File: config.mk
export PLATFORM = sky130hd
export DESIGN_NAME = audio_clkgen
export DESIGN_NICKNAME = d
export VERILOG_FILES = /design/src/rtl/audio_clkgen_pkg.sv /design/src/rtl/acg_divider.sv /design/src/rtl/acg_frame_seq.sv /design/src/rtl/acg_fs_drive.sv /design/src/rtl/audio_clkgen.sv
export SDC_FILE = /design/constraint.sdc
export NUM_CORES = 1
export LEC_CHECK = 0
export ABC_AREA = 1
export CAP_MARGIN = 20
export CORE_ASPECT_RATIO = 1.75
export CORE_MARGIN = 4
export CORE_UTILIZATION = 30
export DETAILED_ROUTE_END_ITERATION = 16
export GPL_TIMING_DRIVEN = 0
export MAX_ROUTING_LAYER = met4
export PLACE_DENSITY = 0.58
export RECOVER_POWER = 100
export SYNTH_ARGS = -nofsm -noshare
export SYNTH_HDL_FRONTEND = slang
export SYNTH_HIERARCHICAL = 1
export SYNTH_SLANG_ARGS = --single-unit
File: constraint.sdc
create_clock -name clk -period 2.5 [get_ports clk]
set_input_delay 0.5 -clock clk [delete_from_list [all_inputs] [get_ports clk]]
set_output_delay 0.5 -clock clk [all_outputs]
set_load 0.01 [all_outputs]
File: src/rtl/audio_clkgen_pkg.sv
package audio_clkgen_pkg;

    // Default field widths inside the configuration word
    parameter int DIV_W_D = 8;
    parameter int WID_W_D = 8;
    parameter int PER_W_D = 12;
    parameter int CFG_W_D = 32;

    // Controller states
    typedef enum logic [2:0] {
        ST_HALT  = 3'd0,   // divider stopped
        ST_CLOCK = 3'd1,   // bit clock only
        ST_FRAME = 3'd2,   // periodic framing
        ST_ARMED = 3'd3,   // one-shot, waiting for a load
        ST_SHOT  = 3'd4    // one-shot pulse in progress
    } fs_state_e;

endpackage

File: src/rtl/acg_divider.sv
module acg_divider #(
    parameter int DIV_W = audio_clkgen_pkg::DIV_W_D
) (
    input  logic             clk,
    input  logic             rst_n,
    input  logic             run,
    input  logic [DIV_W-1:0] div,
    output logic             tick,
    output logic             level
);
    logic [DIV_W-1:0] cnt_q;
    logic [DIV_W-1:0] half;

    assign half = div >> 1;

    // Counter runs 0..div, then wraps; held at zero while stopped
    always_ff @(posedge clk or negedge rst_n) begin
        if (!rst_n) begin
            cnt_q <= '0;
        end else if (!run) begin
            cnt_q <= '0;
        end else if (cnt_q >= div) begin
            cnt_q <= '0;
        end else begin
            cnt_q <= cnt_q + 1'b1;
        end
    end

    // Tick on the last cycle of each bit period
    assign tick  = run && (cnt_q >= div);
    // High for the first half of the period (rounded up)
    assign level = run && (cnt_q <= half);

endmodule

File: src/rtl/acg_frame_seq.sv
module acg_frame_seq
    import audio_clkgen_pkg::*;
#(
    parameter int WID_W = WID_W_D,
    parameter int PER_W = PER_W_D
) (
    input  logic             clk,
    input  logic             rst_n,
    input  logic             gen_run,
    input  logic             fs_run,
    input  logic             periodic,
    input  logic             load,
    input  logic             tick,
    input  logic [WID_W-1:0] width,
    input  logic [PER_W-1:0] period,
    output logic             clk_on,
    output logic             fs_act,
    output logic             frame_start
);
    fs_state_e        st_q, st_d;
    logic [PER_W-1:0] pos_q;
    logic [PER_W-1:0] width_ext;
    logic             act_q;
    logic             fstart_q;
    logic             enabled;
    logic             last_bit;

    // Width field widened to the position counter
    generate
        if (PER_W > WID_W) begin : g_wext
            assign width_ext = {{(PER_W-WID_W){1'b0}}, width};
        end else begin : g_wtrunc
            assign width_ext = width[PER_W-1:0];
        end
    endgenerate

    assign enabled  = gen_run && fs_run;
    assign last_bit = (pos_q == width_ext);

    // State register
    always_ff @(posedge clk or negedge rst_n) begin
        if (!rst_n) begin
            st_q <= ST_HALT;
        end else begin
            st_q <= st_d;
        end
    end

    // Next-state logic
    always_comb begin
        st_d = st_q;
        unique case (st_q)
            ST_HALT: begin
                if (gen_run) st_d = ST_CLOCK;
            end
            ST_CLOCK: begin
                if (!gen_run)    st_d = ST_HALT;
                else if (fs_run) st_d = periodic ? ST_FRAME : ST_ARMED;
            end
            ST_FRAME: begin
                if (!gen_run)      st_d = ST_HALT;
                else if (!fs_run)  st_d = ST_CLOCK;
                else if (!periodic) st_d = ST_ARMED;
            end
            ST_ARMED: begin
                if (!gen_run)     st_d = ST_HALT;
                else if (!fs_run) st_d = ST_CLOCK;
                else if (periodic) st_d = ST_FRAME;
                else if (load)    st_d = ST_SHOT;
            end
            ST_SHOT: begin
                if (!gen_run)              st_d = ST_HALT;
                else if (!fs_run)          st_d = ST_CLOCK;
                else if (tick && last_bit) st_d = ST_ARMED;
            end
            default: st_d = ST_HALT;
        endcase
    end

    // Output and position process
    always_ff @(posedge clk or negedge rst_n) begin
        if (!rst_n) begin
            pos_q    <= '0;
            act_q    <= 1'b0;
            fstart_q <= 1'b0;
        end else if (!enabled || st_q == ST_HALT || st_q == ST_CLOCK) begin
            pos_q    <= '0;
            act_q    <= 1'b0;
            fstart_q <= 1'b0;
        end else begin
            fstart_q <= 1'b0;
            unique case (st_q)
                ST_FRAME: begin
                    if (tick) begin
                        act_q    <= (pos_q <= width_ext);
                        fstart_q <= (pos_q == '0);
                        pos_q    <= (pos_q >= period) ? '0 : pos_q + 1'b1;
                    end
                    if (!periodic) pos_q <= '0;
                end
                ST_ARMED: begin
                    pos_q <= '0;
                    if (tick) act_q <= 1'b0;
                end
                ST_SHOT: begin
                    if (tick) begin
                        act_q    <= 1'b1;
                        fstart_q <= (pos_q == '0);
                        pos_q    <= last_bit ? '0 : pos_q + 1'b1;
                    end
                end
                default: begin
                    pos_q <= '0;
                end
            endcase
        end
    end

    assign clk_on      = (st_q != ST_HALT);
    assign fs_act      = act_q;
    assign frame_start = fstart_q;

endmodule

File: src/rtl/acg_fs_drive.sv
module acg_fs_drive (
    input  logic act,
    input  logic pol,
    output logic fsync
);
    // pol = 1 inverts: the active level becomes low
    assign fsync = act ^ pol;
endmodule

File: src/rtl/audio_clkgen.sv
module audio_clkgen
    import audio_clkgen_pkg::*;
#(
    parameter int DIV_W = DIV_W_D,
    parameter int WID_W = WID_W_D,
    parameter int PER_W = PER_W_D,
    parameter int CFG_W = CFG_W_D
) (
    input  logic             clk,
    input  logic             rst_n,
    input  logic [CFG_W-1:0] cfg_word,
    input  logic             gen_run,
    input  logic             fs_run,
    input  logic             fs_pol,
    input  logic             data_load,
    output logic             bclk,
    output logic             bclk_en,
    output logic             fsync,
    output logic             frame_start
);
    localparam int WID_LSB  = DIV_W;
    localparam int PER_LSB  = WID_LSB + WID_W;
    localparam int MODE_BIT = PER_LSB + PER_W;

    logic [DIV_W-1:0] f_div;
    logic [WID_W-1:0] f_width;
    logic [PER_W-1:0] f_period;
    logic             f_periodic;
    logic             clk_on;
    logic             tick;
    logic             fs_act;
    // Source-select and reserved bits: no function here
    logic [CFG_W-1:MODE_BIT+1] cfg_unused;

    assign f_div      = cfg_word[DIV_W-1:0];
    assign f_width    = cfg_word[WID_LSB +: WID_W];
    assign f_period   = cfg_word[PER_LSB +: PER_W];
    assign f_periodic = cfg_word[MODE_BIT];
    assign cfg_unused = cfg_word[CFG_W-1:MODE_BIT+1];

    acg_divider #(.DIV_W(DIV_W)) u_div (
        .clk   (clk),
        .rst_n (rst_n),
        .run   (clk_on),
        .div   (f_div),
        .tick  (tick),
        .level (bclk)
    );

    acg_frame_seq #(.WID_W(WID_W), .PER_W(PER_W)) u_seq (
        .clk         (clk),
        .rst_n       (rst_n),
        .gen_run     (gen_run),
        .fs_run      (fs_run),
        .periodic    (f_periodic),
        .load        (data_load),
        .tick        (tick),
        .width       (f_width),
        .period      (f_period),
        .clk_on      (clk_on),
        .fs_act      (fs_act),
        .frame_start (frame_start)
    );

    acg_fs_drive u_drv (
        .act   (fs_act),
        .pol   (fs_pol),
        .fsync (fsync)
    );

    assign bclk_en = tick;

endmodule

======== After elaboration in Yosys (flattened, before gate mapping) ========
Cells that the tools add are included.
storage, ports and cells
  flip-flop bits (word level) ............. 25
  bits in latches ......................... 0
  memory bits (writable) .................. 0
  ROM bits ................................ 0
  input bits .............................. 38
  output and inout port bits .............. 4
  word-level logic and storage cells ...... 73
  memories ................................ 0
operators by class
  $add $sub $neg .......................... 2
  multiply operators ...................... 0
  divide/modulo/power cells ............... 0
  order comparisons ....................... 4
  equal/unequal tests ..................... 14
  shift operators ......................... 0
  mux-type cells .......................... 32
  bitwise logic cells ..................... 1
  reductions and logical operators ........ 15
operator list
  kind                     number
  $mux W12                 6
  $mux W3                  13
  $pmux W12 S2             1
  $mux W8                  2
  $pmux W3 S5              1
  $add A12 B1 Y12 const B  1
  $eq A12 B8 Y1            1
  $ge A12 B12 Y1           1
  $le A12 B8 Y1            1
  $logic_not A12 Y1        1
  $ne A3 B1 Y1 const B     3
  $add A8 B1 Y8 const B    1
  $ge A8 B8 Y1             1
  $le A8 B7 Y1             1
  $mux W1                  8
  $eq A3 B2 Y1 const B     2
  $ne A5 B5 Y1 const B     1
  $reduce_and A5 Y1        1
  $logic_and A1 B1 Y1      4
  $ne A4 B2 Y1 const B     1
  $ne A4 B3 Y1 const B     1
  $ne A4 B4 Y1 const B     1
  $reduce_and A4 Y1        1
  $reduce_bool A4 Y1       1
  12 further kinds         13

======== Longest topological paths before layout ========
Gate-level depths: netlist of the first run.
  word-level depth ........................ 7
  depth in mapped cells ................... 18
  mapped depth without buffers ............ 17

======== Cells and area by module ========
Netlist of the first run, hierarchy kept.
by module, submodules not included
  module         times used  cells each  area an instance (um^2)  sequential area each (um^2)
  acg_frame_seq  1           240         1704.1                   425.4
  acg_divider    1           113         787.0                    200.2
  acg_fs_drive   1           5           18.8                     0.0

======== Worst setup path after synthesis of the first run ========
Ideal clock, no wire load.
  path type ............................... input -> register
  start ................................... input port cfg_word[7]
  end ..................................... register u_seq.pos_q[6]
  setup time .............................. 0.123 ns
  data arrival time ....................... 2.066 ns
  required time ........................... 2.377 ns
  slack ................................... 0.311 ns
  cell stages on the path ................. 13
  buffers on the path ..................... 1
  cell sequence ........................... inv_1 -> ha_1 -> a21o_1 -> nor2_1 -> nand3_2 -> nand2_1 -> inv_1 -> nor2_4 -> nand2_4 -> buf_6 -> nand2_2 -> xor2_1 -> a21oi_2
on the way
  cells in the longest elaborated chain, start to end .. 4
  elaborated cells on any way between the ends .. 5
  those cells by class .................... order compare: 1; eq/ne: 2; reduce/logical: 2
RTL lines
  what                                                           RTL line              text
  start, declared                                                audio_clkgen.sv:11    input logic [CFG_W-1:0] cfg_word,
  $ge A8 B8 Y1 *                                                 acg_divider.sv:30     assign tick = run && (cnt_q >= div);
  $logic_and A1 B1 Y1 *                                          acg_divider.sv:30
  named net bclk_en                                              audio_clkgen.sv:17    output logic bclk_en,
  $ne A4 B2 Y1 (no line) / $ne A3 B1 Y1 (equally long branches)  --
  $reduce_and A2 Y1 (no line) *                                  --
  end signal, assigned                                           acg_frame_seq.sv:97   pos_q <= (pos_q >= period) ? '0 : pos_q + 1'b1;
  end signal, assigned                                           acg_frame_seq.sv:109  pos_q <= last_bit ? '0 : pos_q + 1'b1;
  end, declared                                                  acg_frame_seq.sv:21   logic [PER_W-1:0] pos_q;
Mark *: on every way through the listed nets, which the timed path passes. The rest lies on a longest branch.
A chain may end at the register's enable or synchronous reset.

======== Worst setup path in the final report of the first run ========
  start ................................... input port cfg_word[0]
  end ..................................... register u_seq.fstart_q, in the netlist u_seq/frame_start
on the way
  cells in the longest elaborated chain, start to end .. 5
RTL lines
  what                  RTL line                                   text
  $ge A8 B8 Y1          acg_divider.sv:30
  $logic_and A1 B1 Y1   acg_divider.sv:30
  $mux W1               acg_frame_seq.sv:94, acg_frame_seq.sv:106
  $mux W1               --
  $mux W1               acg_frame_seq.sv:86                        end else if (!enabled || st_q == ST_HALT || st_q == ST_CLOCK) begin
  end signal, assigned  acg_frame_seq.sv:96                        fstart_q <= (pos_q == '0);
  end signal, assigned  acg_frame_seq.sv:108                       fstart_q <= (pos_q == '0);
  end, declared         acg_frame_seq.sv:24                        logic fstart_q;
No other way between the ends.

==> results of run 1 <==
## report_power, final
part           leakage, nW  switching (mW)  internal (mW)
Clock               0.0382           0.138          0.218
Combinational         1.36           0.347          0.243
Sequential           0.344          0.0698          0.447
Total                 1.74           0.555          0.908
## sequential cells by signal, summed over array words and instances, names as in the netlist
signal	flops
u_div/cnt_q	8
u_seq/frame_start	1
u_seq/fs_act	1
u_seq/pos_q	12
u_seq/st_q	3
## final cells by class
type	instances	area, um^2	share of cell area (%)
timing repair buffer	44	442	13.4
multi-input combinational	257	1730	52.6
clock buffer	4	78.8	2.39
sequential	25	626	19.0
buffer	3	27.5	0.836
inverter	73	277	8.39
tap	90	113	3.42
## critical path, stage by stage
cell             delay [ns]
clkdlybuf4s50_1        0.41
ha_1                   0.19
inv_1                  0.05
nand2_1                0.04
nand2_1                0.05
nand2_1                0.04
nand2_1                0.05
nand2_1                0.08
nand3_4                0.12
nand2_4                0.06
inv_4                  0.09
buf_6                  0.12
nand3_1                0.11
nor4_1                 0.50
## Yosys cell counts (all sizes together), types with 3 or more instances
cell / count / area, um^2
buf: 3 / 33.8
nor3: 5 / 30.0
dfrtp: 25 / 626
inv: 73 / 274
o21ai: 16 / 80.1
nand3: 23 / 125
xor2: 7 / 61.3
a21oi: 27 / 173
nor2: 38 / 165
nand2: 86 / 358
ha: 38 / 475
nand4: 11 / 68.8
## routing by layer
metal	vias to the layer above	global-route usage (%)	part of all wire (%)
li1	1237	-	-
met1	1131	12.9	36
met2	55	27.4	57
met3	14	1.68	3.0
met4	0	5.56	3.7
met5	-	-	0
## final timing paths
path / slack, ns / to / cells after the start / from
worst min register to register: 0.52 / u_seq/fs_act$_DFFE_PN0P_ / 2 / u_seq/fs_act$_DFFE_PN0P_
max in group asynchronous: 0.75 / u_div/cnt_q[0]$_DFF_PN0_ / 2 / rst_n
worst min-delay path: 0.52 / u_seq/fs_act$_DFFE_PN0P_ / 2 / u_seq/fs_act$_DFFE_PN0P_
min in group asynchronous: 0.66 / u_seq/pos_q[9]$_DFFE_PN0P_ / 1 / rst_n
worst max-delay path: 0.17 / u_seq/frame_start$_DFF_PN0_ / 14 / cfg_word[0]
worst max register to register: 0.23 / u_seq/frame_start$_DFF_PN0_ / 10 / u_div/cnt_q[5]$_DFF_PN0_
## kinds of logic (layout without fill, tap and decap cells)
kind of cell | count (synthesis) | count (layout) | share of synthesized area [%]
flops | 25 | 25 | 24.9
compound gates | 46 | 46 | 10.9
buf+inv | 76 | 124 | 12.3
fa+ha+maj | 38 | 38 | 18.9
xor+xnor | 7 | 7 | 2.44
simple gates | 166 | 166 | 30.5
## stage by stage
step | instance area [um^2] | worst slack, ns | util, % | std cells
2_1_floorplan | 2510 | 0.311 | - | 358
3_3_place_gp | 3000 | -0.851 | 37.2 | 486
3_5_place_dp | 3020 | -0.853 | 37.4 | 487
4_1_cts | 3290 | 0.0212 | 40.8 | 496
5_1_grt | 3290 | 0.0414 | 40.8 | 496
6_report | 3290 | 0.175 | 40.8 | 496
## timing repair
action                                  4_1_cts  5_1_grt
resized for setup                            42       12
gates cloned                                  1        0
pin swaps                                    12        5
endpoints found under the setup margin       19       16
buffers inserted                              4        0
==> run summary, run 1 <==
outcome - completed
Max Buffers Root-to-Sink - 2
Worst-path clk slew - 0.06 ns
minimum clock period after layout - 2.33 ns
Clock Skew - 0.00311 ns
max-slew violations - 0
max-cap violation count - 0
Clock H-tree levels - 1
full die area - 0.00995 mm^2
Hold Crit Class - reg -> reg
Hold WS - 0.522 ns
Overall Power - 1.46 mW
initial antenna violation count - 0
Post-DRT Antenna Nets - 0
via density per instance - 4.91
CP Max Fanout - 4
core area - 0.00807 mm^2
Site Rows - 43
Slew @ Worst Pin - 0.799 ns
Final TNS setup - 0 ns
number of clock sinks - 25
Avg Cell Area, Syn - 7.01 um^2
# DRC - 0
Synthesis Warnings - 6
CTS tree - yes
Post-DP HPWL - 5120 um
Startpoint Class - input pin
synthesized netlist net count - 434
Clock Latency Late Sink - 0.25 ns
PwrDens - 444 mW/mm^2
Req. time, crit path - 2.59 ns
Post-synth EDFFs - 0
Initial DRT Pass Iterations - 4
RSZ-0062 raised after global routing - false
total gr overflow - 0
port bufs - 38
largest net degree at the start of global routing - 16
CP Class - in -> reg
Antenna Cells - 0
CP endpoint kind - flip-flop
final hold viol count - 0
most frequent cells in the layout - nand2_1, inv_1, nor2_1, ha_1, clkdlybuf4s50_1
die height - 129 um
peak supply drop - 259 uV
DR iter-0 viols - 71
Crit path arrival time - 2.42 ns
commonest non-fill, non-tap cell in the layout - nand2_1
Yosys cell types - 26
Boundary Pins - 42
WL final - 6450 um
Die X - 77.1 um
total number of vias - 2437
gpl congestion - 0.801
Synth Register Bits - 25
top_reg_cell synth - dfrtp_1
first-pass GRT wire length - 10800 um
nets - 483
clock root buffer - clkbuf_16
Hold Buf Count CTS - 0
starting density of the core - 31.1%
Peak Freq - 430 MHz
CTS Buf Count - 3
Leak - 1.74 nW
slew margin rel. - 46.7%
Final setup viols - 0
share of cells above drive strength 1 - 17.0%
sequential area share after synthesis - 24.9%
GRT Overall Usage - 13.7%
WL per Instance - 13.0 um
cell area after synthesis - 0.00251 mm^2
number of global-route vias before repair - 2507
area grow syn2layout - 31.3%
Fill cells - 843
Synth Instances - 358
final worst-path cycle share - 93.0%
asr flop ratio synth - 100%
No activity file was read; power rests on OpenSTA's default activity.
==> run 2, diff against run 1 <==
--- a/config.mk
+++ b/config.mk
@@ -9,11 +9,11 @@
 export CAP_MARGIN = 20
 export CORE_ASPECT_RATIO = 1.75
 export CORE_MARGIN = 4
-export CORE_UTILIZATION = 30
+export CORE_UTILIZATION = 54
 export DETAILED_ROUTE_END_ITERATION = 16
 export GPL_TIMING_DRIVEN = 0
 export MAX_ROUTING_LAYER = met4
-export PLACE_DENSITY = 0.58
+export PLACE_DENSITY = 0.89
 export RECOVER_POWER = 100
 export SYNTH_ARGS = -nofsm -noshare
 export SYNTH_HDL_FRONTEND = slang
==> run 2 against run 1 <==
Sequential power fell by 0.8%. Utilization rose by 31 points. Sequential share of layout area rose by 0.58 points. Largest power group unchanged. Total power fell by 8.2%. Largest cell class unchanged. Clock power fell by 32%. Non-clock buffer count fell by 1. Routed wire length fell by 3.8%. Maximum frequency fell by 4.4%. Critical path type unchanged. Setup slack got worse by 0.11 ns. Final area fell by 3.0%. First-iteration DRC count rose by 58%.
==> run summary, run 2 (synthesis gave the netlist of run 1 again) <==
Startpoint Class - input pin
gpl congestion - 0.923
P_int - 0.802 mW
initial antenna violation count - 0
die height - 98.2 um
Peak Freq - 411 MHz
Worst-path clk slew - 0.09 ns
Antenna Cells - 0
minimum clock period after layout - 2.43 ns
Clock Latency Late Sink - 0.27 ns
peak supply drop - 366 uV
most frequent cells in the layout - nand2_1, inv_1, nor2_1
total gr overflow - 0
biggest regs - u_seq/pos_q (12), u_div/cnt_q (8), u_seq/st_q (3)
CP endpoint kind - flip-flop
commonest non-fill, non-tap cell in the layout - nand2_1
# DRC - 0
GRT Overall Usage - 20.6%
Clock Skew - 0.00766 ns
Clock H-tree levels - 1
clock share of power - 18.1%
Crit path arrival time - 2.60 ns
final instance area - 0.00320 mm^2
Post-DRT Antenna Nets - 0
Hold WS - 0.516 ns
Top reg by flops - u_seq/pos_q
CTS tree - yes
CP Max Fanout - 8
slew margin rel. - 43.6%
max-cap violation count - 0
number of global-route vias before repair - 2390
Slew @ Worst Pin - 0.846 ns
WL final - 6200 um
outcome - completed
number of clock sinks - 25
max-slew violations - 0
starting density of the core - 56.5%
Hold Crit Class - reg -> reg
first-pass GRT wire length - 9470 um
DR iter-0 viols - 112
Site Rows - 32
Hold Buf Count CTS - 0
largest net degree at the start of global routing - 17
nets - 482
Overall Power - 1.34 mW
share of cells above drive strength 1 - 16.5%
CTS Buf Count - 3
Final setup viols - 0
CP Class - in -> reg
area grow syn2layout - 27.4%
WL per Instance - 13.6 um
Initial DRT Pass Iterations - 4
core area - 0.00444 mm^2
total number of vias - 2526
Placed Area - 0.00298 mm^2
sw frac - 40.3%
final worst-path cycle share - 97.3%
cells on worst reg2reg path - 14
Post-DP HPWL - 4630 um
via density per instance - 5.54
Flop pwr share - 38.2%
Max Buffers Root-to-Sink - 2
PwrDens - 420 mW/mm^2
Req. time, crit path - 2.67 ns
hold depth - 2
register-to-register path setup slack - 0.24 ns
Boundary Pins - 42
P_sw - 0.541 mW
full die area - 0.00585 mm^2
clock root buffer - clkbuf_8
Leak - 1.72 nW
final core occ - 71.9%
Die X - 59.5 um
Largest register FFs - 12
final hold viol count - 0
port bufs - 38
Comb power frac - 43.7%
==> run 2: cell types whose count changed in the layout (fill, tap and decap cells not counted), moves of 3 or more <==
cell	change
a21oi_1	+4
a21oi_2	-4
dlygate4sd2_1	-4
clkbuf_8	+3
clkbuf_16	-3
==> run 2: final cells by class <==
class	instances	area [um^2]
buffer	3	37.5
tap	51	63.8
clock buffer	3	41.3
multi-input combinational	257	1730
fill	339	1250
inverter	73	274
clock inverter	1	5.00
timing repair buffer	43	417
sequential	25	626
==> run 2: timing repair <==
item | in CTS | in global routing
buffers inserted | 2 | 1
cloned | 0 | 1
pin swaps | 5 | 13
gates resized for setup | 18 | 31
endpoints found under the setup margin | 15 | 14
==> run 2: power groups by stage <==
stage | Combinational [mW] | Clock (mW) | Sequential, mW
after floorplan | 0.379 | 0 | 0.496
after global placement | 0.538 | 0 | 0.509
after detailed placement | 0.565 | 0 | 0.509
after CTS | 0.564 | 0.247 | 0.502
after global routing | 0.672 | 0.261 | 0.522
final | 0.587 | 0.243 | 0.513
==> run 2: critical path, stage by stage <==
cell and delay (ns):
clkdlybuf4s50_1 0.47, inv_2 0.06, ha_4 0.26, nand2_1 0.04
inv_1 0.07, nand4_1 0.16, nand3_4 0.13, nand2_2 0.05
inv_2 0.08, buf_4 0.14, nor2_4 0.04, nand2_4 0.11
clkbuf_2 0.19, inv_2 0.08, o21ai_2 0.17, a21oi_2 0.05
==> run 2: layer usage <==
layer | wire [um] | track usage, % | vias up | share of wire [%]
met3 | 257 | 1.46 | 17 | 4.1
met5 | 0 | - | - | 0
met2 | 3430 | 39.0 | 80 | 55
met1 | 2300 | 20.9 | 1191 | 37
met4 | 216 | 7.51 | 0 | 3.5
li1 | - | - | 1238 | -
==> run 2: worst paths after layout <==
path                                                from                          to
min in group asynchronous                          rst_n  u_seq/pos_q[4]$_DFFE_PN0P_
worst max-delay path                         cfg_word[3]  u_seq/pos_q[5]$_DFFE_PN0P_
worst max register to register  u_div/cnt_q[5]$_DFF_PN0_  u_seq/pos_q[5]$_DFFE_PN0P_
worst min-delay path            u_seq/fs_act$_DFFE_PN0P_    u_seq/fs_act$_DFFE_PN0P_
worst min register to register  u_seq/fs_act$_DFFE_PN0P_    u_seq/fs_act$_DFFE_PN0P_
max in group asynchronous                          rst_n    u_div/cnt_q[1]$_DFF_PN0_
==> run 2: stage by stage <==
stage	setup TNS (ns)	worst slack, ns	std cells
finish	0	0.0669	456
global route	-0.00627	-0.00317	456
CTS	0	0.00832	454
detailed placement	-7.17	-0.771	448
global placement	-6.28	-0.729	447
floorplan	0	0.311	358
==> run 3, diff against run 2 <==
--- a/config.mk
+++ b/config.mk
@@ -14,7 +14,7 @@
 export GPL_TIMING_DRIVEN = 0
 export MAX_ROUTING_LAYER = met4
 export PLACE_DENSITY = 0.89
-export RECOVER_POWER = 100
+export RECOVER_POWER = 25
 export SYNTH_ARGS = -nofsm -noshare
 export SYNTH_HDL_FRONTEND = slang
 export SYNTH_HIERARCHICAL = 1
==> run 3 against run 2 <==
Maximum frequency decreased by 0.23%. Sequential power barely moved. Non-clock buffer count stayed put. Die area stayed put. Critical endpoint is now u_seq/pos_q[11]$_DFFE_PN0P_. Largest power group unchanged.
==> run summary, run 3 (synthesis gave the netlist of run 1 again) <==
sequential cell area - 626 um^2
fin cells - 456
Worst-path clk slew - 0.09 ns
starting density of the core - 56.5%
Die X - 59.5 um
CP Max Fanout - 8
share of cells above drive strength 1 - 17.5%
final hold viol count - 0
Hold WS - 0.517 ns
Req. time, crit path - 2.70 ns
sw frac - 40.0%
minimum clock period after layout - 2.44 ns
full die area - 0.00585 mm^2
Max Buffers Root-to-Sink - 2
Placed Area - 0.00298 mm^2
clock share of power - 17.8%
Flop pwr share - 38.2%
Final setup viols - 0
CP endpoint kind - flip-flop
Crit path arrival time - 2.64 ns
Clock Skew - 0.00444 ns
Site Rows - 32
RR Endpoint - u_seq/pos_q[11]$_DFFE_PN0P_
Cell Chain, Critical Path - clkdlybuf4s50_1 > inv_2 > ha_4 > nand2_1 > inv_1 > nand4_1 > nand3_4 > nand2_2 > inv_2 > buf_4 > nor2_4 > nand2_4 > buf_8 > nand3_1 > nand2_1 > nand2_1 > a21oi_2
final core occ - 73.2%
number of clock sinks - 25
outcome - completed
core area - 0.00444 mm^2
P_sw - 0.537 mW
clock root buffer - clkbuf_8
hold_sp - u_seq/fs_act$_DFFE_PN0P_
Post-DRT Antenna Nets - 0
total number of vias - 2543
Initial DRT Pass Iterations - 5
number of global-route vias before repair - 2390
port bufs - 38
PwrDens - 413 mW/mm^2
P_int - 0.805 mW
register-to-register path setup slack - 0.25 ns
Hold Crit Class - reg -> reg
WHS Endpoint - u_seq/fs_act$_DFFE_PN0P_
CTS tree - yes
Startpoint Class - input pin
Clock H-tree levels - 1
initial antenna violation count - 0
total gr overflow - 0
Antenna Cells - 0
Largest register FFs - 12
die height - 98.2 um
area grow syn2layout - 29.6%
Hold Buf Count CTS - 0
Slew @ Worst Pin - 0.856 ns
hold depth - 2
GRT Overall Usage - 20.6%
Clock Latency Late Sink - 0.27 ns
Fill cells - 325
final worst-path cycle share - 97.5%
via density per instance - 5.58
Slowest cell on crit path - clkdlybuf4s50_1
crit-path max cell delay - 0.47 ns
Leak - 1.73 nW
first-pass GRT wire length - 9470 um
DR iter-0 viols - 97
Post-DP HPWL - 4630 um
WL per Instance - 13.6 um
area of the multi-input gates - 0.00176 mm^2
Worst Setup SP - cfg_word[3]
Peak Freq - 410 MHz
CTS Buf Count - 3
CP Class - in -> reg
cells on worst reg2reg path - 15
WL final - 6190 um
slew margin rel. - 42.9%
peak supply drop - 369 uV
final instance area - 0.00325 mm^2
gpl congestion - 0.923
max-slew violations - 0
placed insts - 448
commonest non-fill, non-tap cell in the layout - nand2_1
# DRC - 0
Boundary Pins - 42
biggest regs - u_seq/pos_q (12), u_div/cnt_q (8), u_seq/st_q (3)
Comb power frac - 44.0%
FF-to-FF Start - u_div/cnt_q[5]$_DFF_PN0_
nets - 482
max-cap violation count - 0
Top reg by flops - u_seq/pos_q
most frequent cells in the layout - nand2_1, inv_1, nor2_1
largest net degree at the start of global routing - 17
Top cell by count, worst path - nand2_1
run 3: changes by cell type in the layout (fill, tap and decap cells not counted), moves of 2 or more:
| cell | before | now |
|---|---|---|
| a21oi_1 | 19 | 17 |
| dlygate4sd3_1 | 3 | 1 |
| clkbuf_2 | 2 | 0 |
| clkdlybuf4s50_1 | 28 | 30 |
run 3: worst max path at each step:
stage | cells past startpoint | to | slack (ns)
after floorplan | 13 | u_seq/pos_q[6]$_DFFE_PN0P_ | 0.31
after global placement | 10 | bclk_en | -0.73
after detailed placement | 10 | bclk_en | -0.77
after CTS | 10 | bclk_en | 0.008
after global routing | 19 | u_seq/pos_q[11]$_DFFE_PN0P_ | -0.03
final | 17 | u_seq/pos_q[11]$_DFFE_PN0P_ | 0.06
run 3: layout make-up:
cell class              count  area share (%)
clock inverters             1           0.154
repair buffers             43            13.5
plain buffers               3            1.42
inverters                  73            8.43
multi-input cells         257            54.0
well taps                  51            1.96
clock buffers               3            1.27
flip-flops and latches     25            19.2
run 3: power groups by stage:
| stage | clock network, mW | logic [mW] | registers, mW |
|---|---|---|---|
| 2_1_floorplan | 0 | 0.379 | 0.496 |
| 3_3_place_gp | 0 | 0.538 | 0.509 |
| 3_5_place_dp | 0 | 0.565 | 0.509 |
| 4_1_cts | 0.247 | 0.564 | 0.502 |
| 5_1_grt | 0.261 | 0.675 | 0.522 |
| 6_report | 0.238 | 0.591 | 0.512 |
run 3: layer usage:
metal | part of all wire (%) | GRT usage [%] | vias up
met1 | 36 | 20.9 | 1198
met3 | 5.1 | 1.46 | 20
li1 | - | - | 1237
met5 | 0 | - | -
met2 | 55 | 39.0 | 88
met4 | 3.7 | 7.51 | 0
run 3: critical path, delay by kind of cell:
family	cells	cell delay, ns
adder cells (fa/ha/maj)	1	0.26
AND/OR/NAND/NOR	9	0.80
AO/OA/AOI/OAI	1	0.11
buffers and inverters	6	0.96
run 3: through the flow:
stage | power [mW] | setup WS, ns | setup TNS, ns
after floorplan | 0.874 | 0.311 | 0
after global placement | 1.05 | -0.729 | -6.28
after detailed placement | 1.07 | -0.771 | -7.17
after CTS | 1.31 | 0.00832 | 0
after global routing | 1.46 | -0.0270 | -0.0270
final | 1.34 | 0.0614 | 0
run 3: repair_timing:
| item | CTS | global route |
|---|---|---|
| pin swaps | 5 | 13 |
| resized for setup | 18 | 31 |
| gates cloned | 0 | 1 |
| endpoints found under the setup margin | 15 | 14 |
| setup buffers | 2 | 1 |
